**config.mk**
```make
export PLATFORM = sky130hd
export DESIGN_NAME = state_rollback
export DESIGN_NICKNAME = d
export VERILOG_FILES = /design/src/rtl/rb_pkg.sv /design/src/rtl/rb_cell.sv /design/src/rtl/rb_seg_bank.sv /design/src/rtl/state_rollback.sv
export SDC_FILE = /design/constraint.sdc
export NUM_CORES = 2
export LEC_CHECK = 0
export BUFFER_PORTS_ARGS = -buffer_cell sky130_fd_sc_hd__buf_4
export CORE_MARGIN = 10
export CORE_UTILIZATION = 45
export DETAILED_ROUTE_END_ITERATION = 8
export PLACE_DENSITY = 0.66
export SYNTH_ARGS = -nofsm -noshare
export SYNTH_HDL_FRONTEND = slang
export SYNTH_SLANG_ARGS = --single-unit
```
**constraint.sdc**
```tcl
create_clock -name clk -period 3.2 [get_ports clk]
set_input_delay 0.64 -clock clk [delete_from_list [all_inputs] [get_ports clk]]
set_output_delay 0.64 -clock clk [all_outputs]
set_load 0.01 [all_outputs]
```
**src/rtl/rb_pkg.sv**
```systemverilog
`timescale 1ns/1ps
package rb_pkg;
   typedef enum logic [2:0] {
      RB_HOLD,
      RB_WRITE,
      RB_COMMIT,
      RB_COMMIT_WR,
      RB_COMMIT_POST,
      RB_RESTORE
   } rb_act_e;

   // Priority: fault, post-execution commit, commit, write.
   function automatic rb_act_e rb_pick(input logic we, input logic cmt,
                                       input logic post, input logic flt);
      if (flt)              return RB_RESTORE;
      else if (cmt && post) return RB_COMMIT_POST;
      else if (cmt && we)   return RB_COMMIT_WR;
      else if (cmt)         return RB_COMMIT;
      else if (we)          return RB_WRITE;
      else                  return RB_HOLD;
   endfunction
endpackage

```
**src/rtl/rb_cell.sv**
```systemverilog
`timescale 1ns/1ps
module rb_cell #(
   parameter int          W   = 8,
   parameter logic [W-1:0] RST = '0
) (
   input  logic         clk,
   input  logic         rst_n,
   input  logic         we,
   input  logic [W-1:0] wdata,
   input  logic         cmt,
   input  logic         post,
   input  logic         flt,
   output logic [W-1:0] q,
   output logic         dirty
);
   import rb_pkg::*;

   if (W < 1) begin : g_bad_width
      $error("rb_cell: W must be at least 1");
   end

   logic [W-1:0] live, shadow;
   logic         dty;
   rb_act_e      act;

   assign act = rb_pick(we, cmt, post, flt);

   always_ff @(posedge clk) begin
      if (!rst_n) begin
         live   <= RST;
         shadow <= RST;
         dty    <= 1'b0;
      end else begin
         unique case (act)
            RB_RESTORE: begin
               if (dty) live <= shadow;
               dty <= 1'b0;
            end
            RB_COMMIT_POST: begin
               if (we) live <= wdata;
               dty <= 1'b0;
            end
            RB_COMMIT_WR: begin
               shadow <= live;
               live   <= wdata;
               dty    <= 1'b1;
            end
            RB_COMMIT: dty <= 1'b0;
            RB_WRITE: begin
               if (!dty) shadow <= live;
               live <= wdata;
               dty  <= 1'b1;
            end
            default: ;
         endcase
      end
   end

   assign q     = live;
   assign dirty = dty;

   // a plain write takes effect and leaves a valid backup
   assert_first_write_R3: assert property (@(posedge clk) disable iff (!rst_n)
      (we && !flt && !cmt) |=> (dty && q == $past(wdata)));
   // later writes leave the backup untouched
   assert_backup_kept_R4: assert property (@(posedge clk) disable iff (!rst_n)
      (dty && !flt && !cmt) |=> (shadow == $past(shadow)));
   // a bare commit discards the backup and keeps the live value
   assert_commit_clean_R5: assert property (@(posedge clk) disable iff (!rst_n)
      (cmt && !post && !we && !flt) |=> (!dty && q == $past(q)));
   // a fault on a clean register drops the same-cycle write
   assert_fault_wins_R7: assert property (@(posedge clk) disable iff (!rst_n)
      (flt && !dty) |=> (q == $past(q)));
endmodule

```
**src/rtl/rb_seg_bank.sv**
```systemverilog
`timescale 1ns/1ps
module rb_seg_bank #(
   parameter int NSEG  = 8,
   parameter int SEGW  = 80,
   parameter int IDX_W = 3
) (
   input  logic             clk,
   input  logic             rst_n,
   input  logic             we,
   input  logic [IDX_W-1:0] widx,
   input  logic [SEGW-1:0]  wdata,
   input  logic [IDX_W-1:0] ridx,
   output logic [SEGW-1:0]  rdata,
   output logic [NSEG-1:0]  dirty,
   input  logic             cmt,
   input  logic             post,
   input  logic             flt
);
   if ((1 << IDX_W) < NSEG) begin : g_bad_idx
      $error("rb_seg_bank: IDX_W too narrow for NSEG");
   end

   logic [SEGW-1:0] seg_q [NSEG];

   for (genvar i = 0; i < NSEG; i++) begin : g_seg
      rb_cell #(.W(SEGW), .RST('0)) u_cell (
         .clk  (clk),
         .rst_n(rst_n),
         .we   (we && (widx == IDX_W'(i))),
         .wdata(wdata),
         .cmt  (cmt),
         .post (post),
         .flt  (flt),
         .q    (seg_q[i]),
         .dirty(dirty[i])
      );
   end

   always_comb begin
      rdata = '0;
      for (int i = 0; i < NSEG; i++)
         if (ridx == IDX_W'(i)) rdata = seg_q[i];
   end

   // a commit with no write leaves no backup marked in the bank
   assert_bank_commit_R5: assert property (@(posedge clk) disable iff (!rst_n)
      (cmt && !we && !flt) |=> (dirty == '0));
   // a write marks at most one more segment
   assert_one_new_dirty_R3: assert property (@(posedge clk) disable iff (!rst_n)
      (we && !flt && !cmt) |=> ($countones(dirty & ~$past(dirty)) <= 1));
endmodule

```
**src/rtl/state_rollback.sv**
```systemverilog
`timescale 1ns/1ps
module state_rollback #(
   parameter int            NSEG    = 8,
   parameter int            SEL_W   = 16,
   parameter int            DESC_W  = 64,
   parameter int            SP_W    = 32,
   parameter int            FL_W    = 32,
   parameter int            CPL_W   = 2,
   parameter bit            TR_EN   = 1'b1,
   parameter logic [SP_W-1:0]  SP_RST  = '0,
   parameter logic [FL_W-1:0]  FL_RST  = FL_W'(2),
   parameter logic [CPL_W-1:0] CPL_RST = '0,
   localparam int SEGW  = SEL_W + DESC_W,
   localparam int IDX_W = (NSEG > 1) ? $clog2(NSEG) : 1
) (
   input  logic             clk,
   input  logic             rst_n,
   input  logic             seg_we,
   input  logic [IDX_W-1:0] seg_widx,
   input  logic [SEGW-1:0]  seg_wdata,
   input  logic [IDX_W-1:0] seg_ridx,
   output logic [SEGW-1:0]  seg_rdata,
   output logic [NSEG-1:0]  seg_dirty,
   input  logic             sp_we,
   input  logic [SP_W-1:0]  sp_wdata,
   output logic [SP_W-1:0]  sp_q,
   input  logic             fl_we,
   input  logic [FL_W-1:0]  fl_wdata,
   output logic [FL_W-1:0]  fl_q,
   input  logic             cpl_we,
   input  logic [CPL_W-1:0] cpl_wdata,
   output logic [CPL_W-1:0] cpl_q,
   input  logic             tr_we,
   input  logic [SEGW-1:0]  tr_wdata,
   output logic [SEGW-1:0]  tr_q,
   input  logic             commit,
   input  logic             step_trap,
   input  logic             tsw_commit,
   input  logic             fault
);
   if (NSEG < 2 || NSEG > 8) begin : g_bad_nseg
      $error("state_rollback: NSEG must lie in 2..8");
   end
   if (SEL_W < 1 || DESC_W < 1 || SP_W < 1 || FL_W < 1 || CPL_W < 1) begin : g_bad_w
      $error("state_rollback: all widths must be positive");
   end

   logic sp_dty, fl_dty, cpl_dty;

   rb_seg_bank #(.NSEG(NSEG), .SEGW(SEGW), .IDX_W(IDX_W)) u_bank (
      .clk(clk), .rst_n(rst_n), .we(seg_we), .widx(seg_widx), .wdata(seg_wdata),
      .ridx(seg_ridx), .rdata(seg_rdata), .dirty(seg_dirty),
      .cmt(commit), .post(step_trap), .flt(fault)
   );

   rb_cell #(.W(SP_W), .RST(SP_RST)) u_sp (
      .clk(clk), .rst_n(rst_n), .we(sp_we), .wdata(sp_wdata), .cmt(commit),
      .post(step_trap), .flt(fault), .q(sp_q), .dirty(sp_dty)
   );

   rb_cell #(.W(FL_W), .RST(FL_RST)) u_fl (
      .clk(clk), .rst_n(rst_n), .we(fl_we), .wdata(fl_wdata), .cmt(commit),
      .post(step_trap), .flt(fault), .q(fl_q), .dirty(fl_dty)
   );

   rb_cell #(.W(CPL_W), .RST(CPL_RST)) u_cpl (
      .clk(clk), .rst_n(rst_n), .we(cpl_we), .wdata(cpl_wdata), .cmt(commit),
      .post(step_trap), .flt(fault), .q(cpl_q), .dirty(cpl_dty)
   );

   if (TR_EN) begin : g_tr
      logic tr_dty;
      // The task-switch commit is a post-commit checkpoint: the new task register is kept.
      rb_cell #(.W(SEGW), .RST('0)) u_tr (
         .clk(clk), .rst_n(rst_n), .we(tr_we), .wdata(tr_wdata), .cmt(tsw_commit),
         .post(1'b1), .flt(fault), .q(tr_q), .dirty(tr_dty)
      );
      // an instruction commit keeps the task register backup
      assert_tr_commit_R10: assert property (@(posedge clk) disable iff (!rst_n)
         (tr_dty && commit && !tsw_commit && !fault) |=> tr_dty);
   end else begin : g_no_tr
      assign tr_q = '0;
   end

   // a fault leaves no backup marked anywhere
   assert_fault_clears_R6: assert property (@(posedge clk) disable iff (!rst_n)
      fault |=> (seg_dirty == '0 && !sp_dty && !fl_dty && !cpl_dty));
   // a post-execution commit leaves no backup marked
   assert_post_commit_R9: assert property (@(posedge clk) disable iff (!rst_n)
      (commit && step_trap && !fault) |=> (seg_dirty == '0 && !sp_dty && !fl_dty && !cpl_dty));
endmodule

```
-- Yosys cells after proc, flatten, opt, wreduce, memory -nomap -nowiden
Cells that the tools add are included.
- memory bits (read-only): 0
- memory bits (writable): 0
- memories kept: 0
- logic and storage cells: 344
- latch bits: 0
- output and inout port bits: 234
- bits in registers: 1584
- bitwise operators: 0
- div/mod/pow operators: 0
- multipliers: 0
- magnitude comparators: 0
- muxes and demuxes: 127
- shift operators: 0
- reductions and logical operators: 95
- add/sub/neg operators: 0
- equal/unequal tests: 86
- operators with widths (kind ; count):
    one-hot mux 80 bit (3 select lines) ; 9
    two-way mux 80 bit ; 26
    one-hot mux 80 bit (2 select lines) ; 9
    one-hot mux 32 bit (3 select lines) ; 2
    two-way mux 32 bit ; 4
    one-hot mux 32 bit (2 select lines) ; 2
    equality test 3 bit (second input constant) ; 32
    two-way mux 3 bit ; 31
    equality test 3 x 2 -> 1 bit (second input constant) ; 28
    nonzero test 2 bit ; 24
    equality test 3 x 1 -> 1 bit (second input constant) ; 14
    two-way mux 2 bit ; 18
    nonzero test 3 bit ; 12
    OR reduction 3 bit ; 12
    inequality test 2 bit (second input constant) ; 12
    one-hot mux 1 bit (2 select lines) ; 12
    AND reduction 2 bit ; 12
    OR reduction 2 bit ; 12
    logical AND 1 bit ; 21
    two-way mux 1 bit ; 12
    logical NOT 3 bit ; 2
    one-hot mux 2 bit (3 select lines) ; 1
    one-hot mux 2 bit (2 select lines) ; 1

-- Logic depth before layout (Yosys ltp)
- depth after elaboration: 11
- depth in mapped cells: 7
- mapped depth without buffers: 3

-- Hierarchy
From an unflattened synthesis, not the netlist that was laid out.
- cells, all modules: 7965
- area total of the unflattened synthesis: 69033.7 sq um
- by module, submodules not included (module ; sequential area each (sq um) ; cells each ; area each (sq um) ; times used):
    rb_cell at g_tr.u_tr ... ; 3223.1 ; 712 ; 6382.4 ; 9
    rb_seg_bank ; 0.0 ; 944 ; 6072.1 ; 1
    rb_cell at u_sp ; 1301.2 ; 291 ; 2631.3 ; 1
    rb_cell at u_fl ; 1301.2 ; 290 ; 2588.7 ; 1
    rb_cell at u_cpl ; 100.1 ; 31 ; 296.5 ; 1
    state_rollback ; 0.0 ; 1 ; 3.8 ; 1

-- Least setup slack after synthesis
No wires, ideal clock.
- path kind: input to output
- start point: in seg_ridx[2]
- end point: out seg_rdata[62]
- stages on the path: 5
- data required time: 2.560 ns
- path slack: 0.462 ns
- arrival time: 2.098 ns
- cells stage by stage: buf_2 buf_2 clkbuf_1 mux4_2 mux2_2
- word-level cells in the longest chain between the ends: 9
- elaborated cells between the ends (all ways): 16
- those cells by class: eq/ne (7); mux (8); reduce/logical (1)
- RTL lines (element ; line ; source):
    start, declared ; state_rollback.sv:21 ; input logic [IDX_W-1:0] seg_ridx,
    logical NOT 3 bit ; rb_seg_bank.sv:42 ; if (ridx == IDX_W'(i)) rdata = seg_q[i];
    two-way mux 80 bit (7 in series) ; rb_seg_bank.sv:42 ;
    two-way mux 80 bit * ; rb_seg_bank.sv:42 ;
    end, declared ; state_rollback.sv:22 ; output logic [SEGW-1:0] seg_rdata,
Mark *: on every way between the ends. The rest lies on a longest branch, timed or not.

-- Final worst setup path
- start point: in seg_ridx[2]
- end point: out seg_rdata[0]
The elaborated chain is that of the path after synthesis.

==> results.md <==
* # IOs at 477
* Hold Vio Cnt, Final at 0
* Die X at 414 um
* Share of cells above drive strength 1 at 23.7%
* Latest clock arrival within the worst-skew pair at 0.82 ns
* Arrival @ worst endpoint at 2.48 ns
* Number of synthesized flops with an enable pin at 0
* Gr ovfl total at 0
* R2R setup slack at 0.78 ns
* Max_slew headroom at 20.7%
* Area grow syn2layout at 16.0%
* Placed insts at 9145
* Vias in the first global route at 57276
* Hold-critical path endpoint: g_tr.u_tr.dirty
* Initial antenna violation count at 15
* Initial Utilization at 45.3%
* Htree depth at 4
* Vias/cell at 6.17
* First-pass GRT wire length at 369000 um
* Root Driver: clkbuf_16
* CP most frequent cell: buf_4
* Mean Syn Cell Area at 9.69 um2
* Ranking of synthesized cells by area: dfxtp_1 (45%), mux2i_1 (12%), nand2_1 (8.3%), o221a_2 (7.6%), o21a_1 (5.3%)
* Area fraction of the dominant cell type after synthesis at 45.3%
* Final wirelength at 247000 um
* Max_cap viols at 0
* TritonCTS Sinks at 1584
* Critical setup path kind: in2out
* Final Power at 44.9 mW
* Worst reg2reg path depth at 4
* Fin Setup TNS at 0 ns
* Final Skew at 0.0494 ns
* Min-delay src: tsw_commit
* RSZ-0062 raised after global routing: no
* Prevailing post-synth register cell: dfxtp_1
* Gp weighted congestion at 0.868
* Final setup vio count at 0
* Crit Path Max Fanout at 23
* Finished Cell Area at 0.0812 mm2
* Crit-path cells: buf_8, or2_2, o22a_1, a21oi_2, buf_4, buf_4
* Slowest CP cell: or2_2
* CTS clk-pin slew, worst paths at 0.05 ns
* Area post-placement at 0.0755 mm2
* Core Util, Final at 52.6%
* Top cell type by total area after synthesis: dfxtp_1
* Largest net degree at the start of global routing at 169
* Combinational share of power at 8.9%
* Finished Layout Cells at 9442
* Post-synthesis cell count at 7215
* VDD IR max at 509 uV
* Hold_buf cts at 0
* TritonCTS buffer count at 170
* Row Count at 144
* 1st-iter DRT viols at 5538
* Pwr Density at 553 mW/mm2
* Antenna viol nets, final at 0
* Synth unique cells at 52
* Total track usage at 27.4%
* Sequential share of power at 46.2%
* CTS tree: done
* Worst hold path depth at 2
* Routed length per instance at 26.2 um
* Post-Syn Nets at 7458
* Worst r2r src: u_bank.g_seg[1].u_cell.dirty
* Seq/Total Area, Yosys at 45.3%
* Final critical-path required period at 3.12 ns
* Status: complete, no violations
* Worst hold slack at 0.0629 ns
* Layout Nets at 7516
* Setup repair bufs after CTS at 0
* Pre-CTS setup slack at -0.110 ns
* DPL Wire Length at 150000 um
* Synth Warn # at 0
* Crit end category: output pin
* Final setup margin at 0.0843 ns
* Max Fclk at 0.321 GHz
* Worst-Margin Slew at 1.18 ns
* PortBufs at 476
* Via count at 58298
* CP Launch Type: input pin
* CP required at 2.56 ns
* First-pass DRT Iterations at 6
* Worst min-delay path class: in2reg
* Pint at 33.6 mW
* Clock share of power at 44.9%
* Sw Share at 25.0%
* Crit-path max cell delay at 0.58 ns
* FF-to-FF End: u_bank.g_seg[1].u_cell.shadow[45]
* DIE AREA at 0.172 mm2
* Tcrit/Tclk final at 97.4%
* Clock Path Buffers at 3
* Switching pwr at 11.2 mW
* Async set-reset flop share out of synthesis at 0%
* Die Y at 414 um
* Core area at 0.154 mm2
* Synth Register Bits at 1584
* Mapped cell area at 0.0699 mm2
* Residual DRC at 0
* Leakage at 28.5 nW
* Slew Viols, Final at 0
what timing repair did:
item                                    4_1_cts  5_1_grt
endpoints found under the setup margin        1        0
hold endpoints to repair                      0        0
resized for setup                             1        0
worst max-delay path by stage:
stage	startpoint	end	slack [ns]	depth (start not counted)
2_1_floorplan	seg_ridx[2]	seg_rdata[62]	0.46	5
3_3_place_gp	seg_ridx[2]	seg_rdata[0]	-0.07	6
3_5_place_dp	seg_ridx[2]	seg_rdata[0]	-0.11	6
4_1_cts	seg_ridx[2]	seg_rdata[0]	0.11	6
5_1_grt	seg_ridx[2]	seg_rdata[0]	0.04	6
6_report	seg_ridx[2]	seg_rdata[0]	0.08	6
registers in the layout, indices dropped and copies added (netlist names), 2 cells and up:
register and count:
u_cpl.q 2, u_fl.q 32, u_cpl.shadow 2, g_tr.u_tr.shadow 80
g_tr.u_tr.q 80, u_fl.shadow 32, u_sp.shadow 32, u_bank.g_seg.u_cell.q 640
u_bank.g_seg.u_cell.dirty 8, u_sp.q 32, u_bank.g_seg.u_cell.shadow 640
worst max-delay path, delay by kind of cell:
family	cells	cell delay, ns
compound gates	2	0.70
buf+inv	3	0.51
simple gates	1	0.58
synth_stat cells (49+ instances only):
cell type,number
o21a_1,490
nor2_1,137
mux2i_1,847
o221a_2,475
mux2_2,173
mux4_2,126
buf_1,49
clkbuf_1,523
dfxtp_1,1584
buf_2,159
o221ai_1,51
a21oi_1,313
o21ai_0,124
a21boi_0,61
o22ai_1,112
nand2_1,1547
nor3_1,113
power by group through the flow:
stage / logic, mW / clock network (mW) / registers, mW
after CTS: 3.97 / 20.4 / 20.7
after detailed placement: 3.96 / 0 / 21.1
after global routing: 4.27 / 21.1 / 20.8
after floorplan: 2.36 / 0 / 21.0
after global placement: 3.86 / 0 / 21.1
final: 3.99 / 20.2 / 20.7
cells in the final DEF (no fill, tap or decap), drive strengths merged, types with 24 or more instances in the layout:
| cell type | instances |
|---|---|
| nor2 | 137 |
| clkinv | 24 |
| nand2 | 1547 |
| buf | 672 |
| clkbuf | 250 |
| mux4 | 126 |
| inv | 43 |
| o221a | 489 |
| nand3 | 39 |
| o221ai | 51 |
| nand4 | 34 |
| o31ai | 34 |
| o21ai | 132 |
| mux2 | 173 |
| dfxtp | 1584 |
| a31oi | 43 |
| mux2i | 847 |
| o21a | 490 |
| o22ai | 112 |
| nor3 | 113 |
| a21boi | 61 |
| a21oi | 313 |
cells by family (layout without fill, tap and decap cells):
group	Yosys count	in the layout	share of synthesized area, %
AOI/OAI and AO/OA	1754	1754	19.7
buffers and inverters	823	1003	5.11
DFF	1584	1584	45.3
muxes	1146	1146	19.0
other	0	3	0
and+or+nand+nor	1908	1908	10.8
final cells by class:
class,instances,area [um2]
clock buffers,250,4960
flip-flops and latches,1584,31700
inverters,37,154
diodes,3,7.51
clock inverters,44,669
multi-input cells,4808,35000
fillers,13673,73100
well taps,2044,2560
repair buffers,672,6080
layer usage:
| metal | track usage, % | share of wire, % |
|---|---|---|
| met5 | 0 | 0.052 |
| met4 | 10.9 | 4.0 |
| met3 | 6.83 | 8.7 |
| met2 | 43.9 | 46 |
| met1 | 35.2 | 42 |
Note: power is estimated with default switching activity, not from simulation.
